<file path="config.mk">
export PLATFORM = sky130hd
export DESIGN_NAME = gpio_port
export DESIGN_NICKNAME = d
export VERILOG_FILES = /design/src/rtl/gpio_port_pkg.sv /design/src/rtl/gpio_port_ctrl.sv /design/src/rtl/gpio_port_dp.sv /design/src/rtl/gpio_port.sv
export SDC_FILE = /design/constraint.sdc
export NUM_CORES = 1
export LEC_CHECK = 0
export ABC_AREA = 0
export BUFFER_PORTS_ARGS = -buffer_cell sky130_fd_sc_hd__buf_2
export CORE_MARGIN = 3
export CORE_UTILIZATION = 48
export CTS_CLUSTER_SIZE = 12
export DETAILED_ROUTE_END_ITERATION = 8
export PLACE_DENSITY_LB_ADDON = 0.2
export SETUP_SLACK_MARGIN = 0.05
export SLEW_MARGIN = 10
export SYNTH_ARGS = -nofsm -noshare
export SYNTH_HDL_FRONTEND = slang
export SYNTH_SLANG_ARGS = --single-unit
</file>
<file path="constraint.sdc">
create_clock -name clk -period 1.4 [get_ports clk]
set_input_delay 0 -clock clk [delete_from_list [all_inputs] [get_ports clk]]
set_output_delay 0 -clock clk [all_outputs]
set_load 0.02 [all_outputs]
</file>
<file path="src/rtl/gpio_port_pkg.sv">
package gpio_port_pkg;

  // Register offsets on the bus
  localparam int DATA_OFS = 0;
  localparam int DIR_OFS  = 1;

  // Strobes from the control decoder to the datapath
  typedef struct packed {
    logic wrData;
    logic wrDir;
    logic rdData;
    logic rdDir;
  } portStrobe_t;

endpackage

</file>
<file path="src/rtl/gpio_port_ctrl.sv">
module gpio_port_ctrl
  import gpio_port_pkg::*;
#(
  parameter int ADDR_W = 1
) (
  input  logic [ADDR_W-1:0] busAddr,
  input  logic              busWe,
  input  logic              busRe,
  output portStrobe_t       strobe
);

  localparam logic [ADDR_W-1:0] DataAddr = ADDR_W'(DATA_OFS);
  localparam logic [ADDR_W-1:0] DirAddr  = ADDR_W'(DIR_OFS);

  logic hitData;
  logic hitDir;

  always_comb begin
    hitData       = (busAddr == DataAddr);
    hitDir        = (busAddr == DirAddr);
    strobe.wrData = busWe & hitData;
    strobe.wrDir  = busWe & hitDir;
    strobe.rdData = busRe & hitData;
    strobe.rdDir  = busRe & hitDir;
  end

endmodule

</file>
<file path="src/rtl/gpio_port_dp.sv">
module gpio_port_dp
  import gpio_port_pkg::*;
#(
  parameter int WIDTH       = 8,
  parameter bit OPEN_DRAIN  = 1'b0,
  parameter int SYNC_STAGES = 2
) (
  input  logic             clk,
  input  logic             rstN,
  input  portStrobe_t      strobe,
  input  logic [WIDTH-1:0] wdata,
  output logic [WIDTH-1:0] rdata,
  input  logic [WIDTH-1:0] padIn,
  input  logic [WIDTH-1:0] altSel,
  input  logic [WIDTH-1:0] altOut,
  input  logic [WIDTH-1:0] altOe,
  output logic [WIDTH-1:0] padOut,
  output logic [WIDTH-1:0] padOe
);

  localparam int LastStage = SYNC_STAGES - 1;

  logic [WIDTH-1:0] latchQ;
  logic [WIDTH-1:0] dirQ;
  logic [SYNC_STAGES-1:0][WIDTH-1:0] syncQ;
  logic [WIDTH-1:0] padSync;
  logic [WIDTH-1:0] portView;
  logic [WIDTH-1:0] effOut;
  logic [WIDTH-1:0] effOe;

  // Software-visible registers
  always_ff @(posedge clk or negedge rstN) begin
    if (!rstN) begin
      latchQ <= '0;
      dirQ   <= '0;
    end else begin
      if (strobe.wrData) latchQ <= wdata;
      if (strobe.wrDir)  dirQ   <= wdata;
    end
  end

  // Pad input synchronizer
  always_ff @(posedge clk or negedge rstN) begin
    if (!rstN) begin
      syncQ <= '0;
    end else begin
      syncQ[0] <= padIn;
      for (int s = 1; s < SYNC_STAGES; s++) begin
        syncQ[s] <= syncQ[s-1];
      end
    end
  end

  assign padSync = syncQ[LastStage];

  // Per-pin read mix: latch for outputs, pad for inputs
  assign portView = (dirQ & latchQ) | (~dirQ & padSync);

  always_comb begin
    if (strobe.rdData)     rdata = portView;
    else if (strobe.rdDir) rdata = dirQ;
    else                   rdata = '0;
  end

  // Alternate-function override per pin
  for (genvar i = 0; i < WIDTH; i++) begin : g_pin
    assign effOut[i] = altSel[i] ? altOut[i] : latchQ[i];
    assign effOe[i]  = altSel[i] ? altOe[i]  : dirQ[i];
  end

  // Output stage variant
  if (OPEN_DRAIN) begin : g_od
    assign padOut = '0;
    assign padOe  = effOe & ~effOut;
  end else begin : g_pp
    assign padOut = effOut;
    assign padOe  = effOe;
  end

endmodule

</file>
<file path="src/rtl/gpio_port.sv">
module gpio_port
  import gpio_port_pkg::*;
#(
  parameter int WIDTH       = 8,
  parameter int ADDR_W      = 1,
  parameter bit OPEN_DRAIN  = 1'b0,
  parameter int SYNC_STAGES = 2
) (
  input  logic              clk,
  input  logic              rstN,
  input  logic [ADDR_W-1:0] busAddr,
  input  logic              busWe,
  input  logic              busRe,
  input  logic [WIDTH-1:0]  busWdata,
  output logic [WIDTH-1:0]  busRdata,
  input  logic [WIDTH-1:0]  padIn,
  input  logic [WIDTH-1:0]  altSel,
  input  logic [WIDTH-1:0]  altOut,
  input  logic [WIDTH-1:0]  altOe,
  output logic [WIDTH-1:0]  padOut,
  output logic [WIDTH-1:0]  padOe
);

  portStrobe_t strobe;

  gpio_port_ctrl #(
    .ADDR_W(ADDR_W)
  ) ctrl_i (
    .busAddr(busAddr),
    .busWe  (busWe),
    .busRe  (busRe),
    .strobe (strobe)
  );

  gpio_port_dp #(
    .WIDTH      (WIDTH),
    .OPEN_DRAIN (OPEN_DRAIN),
    .SYNC_STAGES(SYNC_STAGES)
  ) dp_i (
    .clk   (clk),
    .rstN  (rstN),
    .strobe(strobe),
    .wdata (busWdata),
    .rdata (busRdata),
    .padIn (padIn),
    .altSel(altSel),
    .altOut(altOut),
    .altOe (altOe),
    .padOut(padOut),
    .padOe (padOe)
  );

endmodule

</file>
# [Word level (Yosys, flattened, before mapping)]
# Cells that the tools add are included.
[word_totals] register_bits=32 input_bits=45 word_cells=31
[classes] mux=18 n_bitwise=9
[ops] operator="bitwise AND 8 bit" count=2
[ops] operator="2-to-1 mux 1 bit" count=16
[ops] operator="2-to-1 mux 8 bit" count=2
[ops] operator="NOT 8 bit" count=1
[ops] operator="OR 8 bit" count=1
[ops] operator="bitwise AND 1 bit" count=4
[ops] operator="NOT 1 bit" count=1

# [Longest topological paths before layout]
[logic_depth] depth_word=4 mapped_depth=3

# [Modules after synthesis]
# Synthesis repeated with hierarchy kept, for this count alone.
[unflattened] hier_cells=90 hier_area_um2=1396.3
[modules_own_cells] module="gpio_port_dp" instances=1 cells_per_inst=86 area_each_um2=1371.3 seq_area_each_um2=800.8
[modules_own_cells] module="gpio_port_ctrl" instances=1 cells_per_inst=4 area_each_um2=25.0 seq_area_each_um2=0.0

# [Least setup slack after synthesis]
# Ideal clock, no wire load.
[synth_timing] kind="register to output" startpoint="reg dp_i.dirQ[6]" endpoint="out busRdata[6]" t_arrival_ns=0.996 t_required_ns=1.400 setup_slack_ns=0.404 stages_incl_launch_ff=3 n_path_buf=0 cell_sequence="dfrtp_1 nand2b_1 o21ai_0"
[synth_between] elab_chain_len=4 elab_cells_between_ends=6
[synth_rtl] element="from (decl)" line_no="gpio_port_dp.sv:24" rtl="logic [WIDTH-1:0] dirQ;"
[synth_rtl] element="from (signal assigned)" line_no="gpio_port_dp.sv:38" rtl="if (strobe.wrDir) dirQ <= wdata;"
[synth_rtl] element="NOT 8 bit" line_no="gpio_port_dp.sv:57" rtl="assign portView = (dirQ & latchQ) | (~dirQ & padSync);"
[synth_rtl] element="bitwise AND 8 bit" line_no="gpio_port_dp.sv:57"
[synth_rtl] element="OR 8 bit" line_no="gpio_port_dp.sv:57"
[synth_rtl] element="2-to-1 mux 8 bit (*)" line_no="gpio_port_dp.sv:60" rtl="if (strobe.rdData) rdata = portView;"
[synth_rtl] element="to (decl)" line_no="gpio_port.sv:15" rtl="output logic [WIDTH-1:0] busRdata,"
# Every way passes the cells marked *; elsewhere a longest branch is shown, timed or not.

# [Worst setup path in the final report]
[layout_timing] startpoint="reg dp_i.dirQ[0]" endpoint="out busRdata[0]"
# The elaborated chain is that of the path after synthesis.

==> impl_metrics.ini <==
[global_route]
antenna_found_initial = 0
grt_usage_pct = 19.2
grtUsageMet1_pct = 22.8
grt_pass1_vias = 1103
grt_max_degree = 33
grt_overflow = 0
grt_pass1_wl_um = 4930
global_route.usage.met3_pct = 6.70
grtUsageMet2_pct = 31.5
busiest_layer = met2

[timing]
final_max_slew_viol_count = 0
fin_skew_ps = 4.27
worst_slew_pin_slew_ps = 670
slew_headroom_pct = 55.4
hold_violations = 0
setup_violations = 0
setup-tns-final_ps = 0
fin_crit_sh_pct = 90.8
rsz0062_at_grt = no
fmax_mhz = 787
min_period_ps = 1270

[floorplan]
core_region_area_um2 = 2610
die-height_um = 59.8
ioPinCount = 69
die_width_um = 59.8
die_area_um2 = 3580
initial_core_util_pct = 53.3
rows = 18

[status]
outcome = complete, no violations

[logic_synthesis]
synthCells = 94
synth_area_um2 = 1390
yosys_register_bits = 32
yosysSeqAreaShare_pct = 57.6
yosysUniqueCellTypes = 13
yosys_warnings = 0
synth_nets = 139
syn_area_per_cell_um2 = 14.8

[cts]
htreeDepth = 2
cts_root_buf = clkbuf_4
cts_setup_buffers = 0
clk_latency_ps = 320
ctsHoldBuffers = 17
cts_tree = done
numCtsBuffers = 5
clk_path_buf_depth = 2
cts_resized = 0
path_clk_slew_ps = 90
cts.sinks = 32

[final_layout]
multi_input_area_um2 = 569
fill_cells = 178
regArea_um2 = 801
finalNetCount = 230
layout-drive-gt1-share_pct = 59.7
diodes = 0
area_growth_pct = 43.2

[job]
maxCapViolCount = 0

[critical_path]
crit_fanout = 4
cp.arrival_ps = 1270
reg2reg_to = dp_i.latchQ[4]
rr_worst_depth = 1
cp_slowest_cell = dfrtp_1
r2r-start = dp_i.latchQ[4]
start_kind = register
required_ps = 1400
path_class = reg -> out
setup.worst_path.end_class = primary output
slowest_delay_ps = 410
r2r_setup_slack_ps = 610
crit_chain = nand2b_1, o21ai_0, buf_2

[detailed_routing]
dr.pass1.iters = 4
wl_per_cell_um = 14.0
ant_nets = 0
drt-initial-drc-count = 10
via_per_inst = 5.13
drc = 0
vias = 1108
routed_wl_um = 3030

[worst_hold_path]
hold_path_class = in -> reg
hold_start = busWe
holdPathStages = 3
min_to = dp_i.dirQ[0]

[power_and_ir_drop]
p_clk_share_pct = 24.4
power_mw = 2.16
power.switching_mw = 0.605
powerDensity_nw_per_um2 = 1080
power_frac_comb_pct = 25.4
p_leak_nw = 0.970
swShare_pct = 28.0
ir_drop_uv = 815
intPower_mw = 1.55
seqPwrFrac_pct = 50.2

[place]
gp_congestion = 0.718
hpwl_um = 2180
port_buffers = 68
==> sequential cells by signal (all words and copies together) (netlist names) <==
| signal | count |
|---|---|
| dp_i.dirQ | 8 |
| dp_i.padSync | 8 |
| dp_i.latchQ | 8 |
| dp_i.syncQ | 8 |
==> placed cells by master (no fill, tap or decap), drive strengths merged <==
master       Yosys  layout
clkbuf           0       8
nand2            2       2
dlygate4sd3      0      17
o211ai           8       8
o31ai            1       1
buf              3      70
o21ai            7       7
mux2            32      32
dfrtp           32      32
nor2b            1       1
nand2b           8       8
==> critical path, delay by kind of cell (launching register included) <==
family,cells,cell delay [ps]
and+or+nand+nor,1,150
AOI/OAI and AO/OA,1,190
DFF,1,410
buffers and inverters,1,200
==> worst max-delay path by stage <==
stage | start | endpoint | slack (ps)
after floorplan | dp_i.dirQ[6] | busRdata[6] | 400
after global placement | busAddr | dp_i.latchQ[1] | 470
after detailed placement | busAddr | dp_i.latchQ[6] | 470
after CTS | dp_i.dirQ[0] | busRdata[0] | 150
after global routing | dp_i.dirQ[0] | busRdata[0] | 70
final | dp_i.dirQ[0] | busRdata[0] | 130
==> stage by stage <==
stage / util (%) / instance area [um^2] / hold WS (ps) / setup slack, ps / instances
6_report: 76.2 / 1990 / 196 / 129 / 216
5_1_grt: 76.2 / 1990 / 187 / 67.5 / 216
4_1_cts: 76.2 / 1990 / 182 / 149 / 216
3_5_place_dp: 67.5 / 1760 / 77.2 / 465 / 191
3_3_place_gp: 67.5 / 1760 / 80.6 / 474 / 191
2_1_floorplan: - / 1390 / -296 / 404 / 94
==> cell type report <==
type,instances,share of cell area [%]
Multi-Input combinational cell,59,28.6
Clock buffer,8,2.95
Timing Repair Buffer,87,26.4
Sequential cell,32,40.2
Tap cell,30,1.88
==> routing by layer <==
layer,part of all wire (%),wire [um],vias to the layer above
li1,-,-,526
met3,8.8,266,4
met5,0,0,-
met1,42,1260,524
met4,1.1,32,0
met2,48,1470,54
==> kinds of logic (layout without fill, tap and decap cells) <==
family | Yosys count | count (layout) | synth area share, %
AO/OA/AOI/OAI | 16 | 16 | 7.37
flip-flops | 32 | 32 | 57.6
buffers and inverters | 3 | 95 | 1.53
AND/OR/NAND/NOR | 11 | 11 | 5.49
multiplexers | 32 | 32 | 28.1
==> power groups by stage <==
stage	clock network [mW]	registers (mW)	logic, mW
6_report	0.527	1.08	0.549
2_1_floorplan	0	1.08	0.335
3_5_place_dp	0	1.10	0.519
5_1_grt	0.604	1.09	0.596
4_1_cts	0.551	1.08	0.555
3_3_place_gp	0	1.10	0.506
==> Yosys cell counts (all sizes together) <==
cell type | number | area share, %
o21ai | 7 | 2.5
nand2b | 8 | 4.1
dfrtp | 32 | 58
nand2 | 2 | 0.72
mux2 | 32 | 28
o211ai | 8 | 4.3
nor2b | 1 | 0.63
buf | 3 | 1.5
o31ai | 1 | 0.54
No activity file was read; power rests on OpenSTA's default activity.
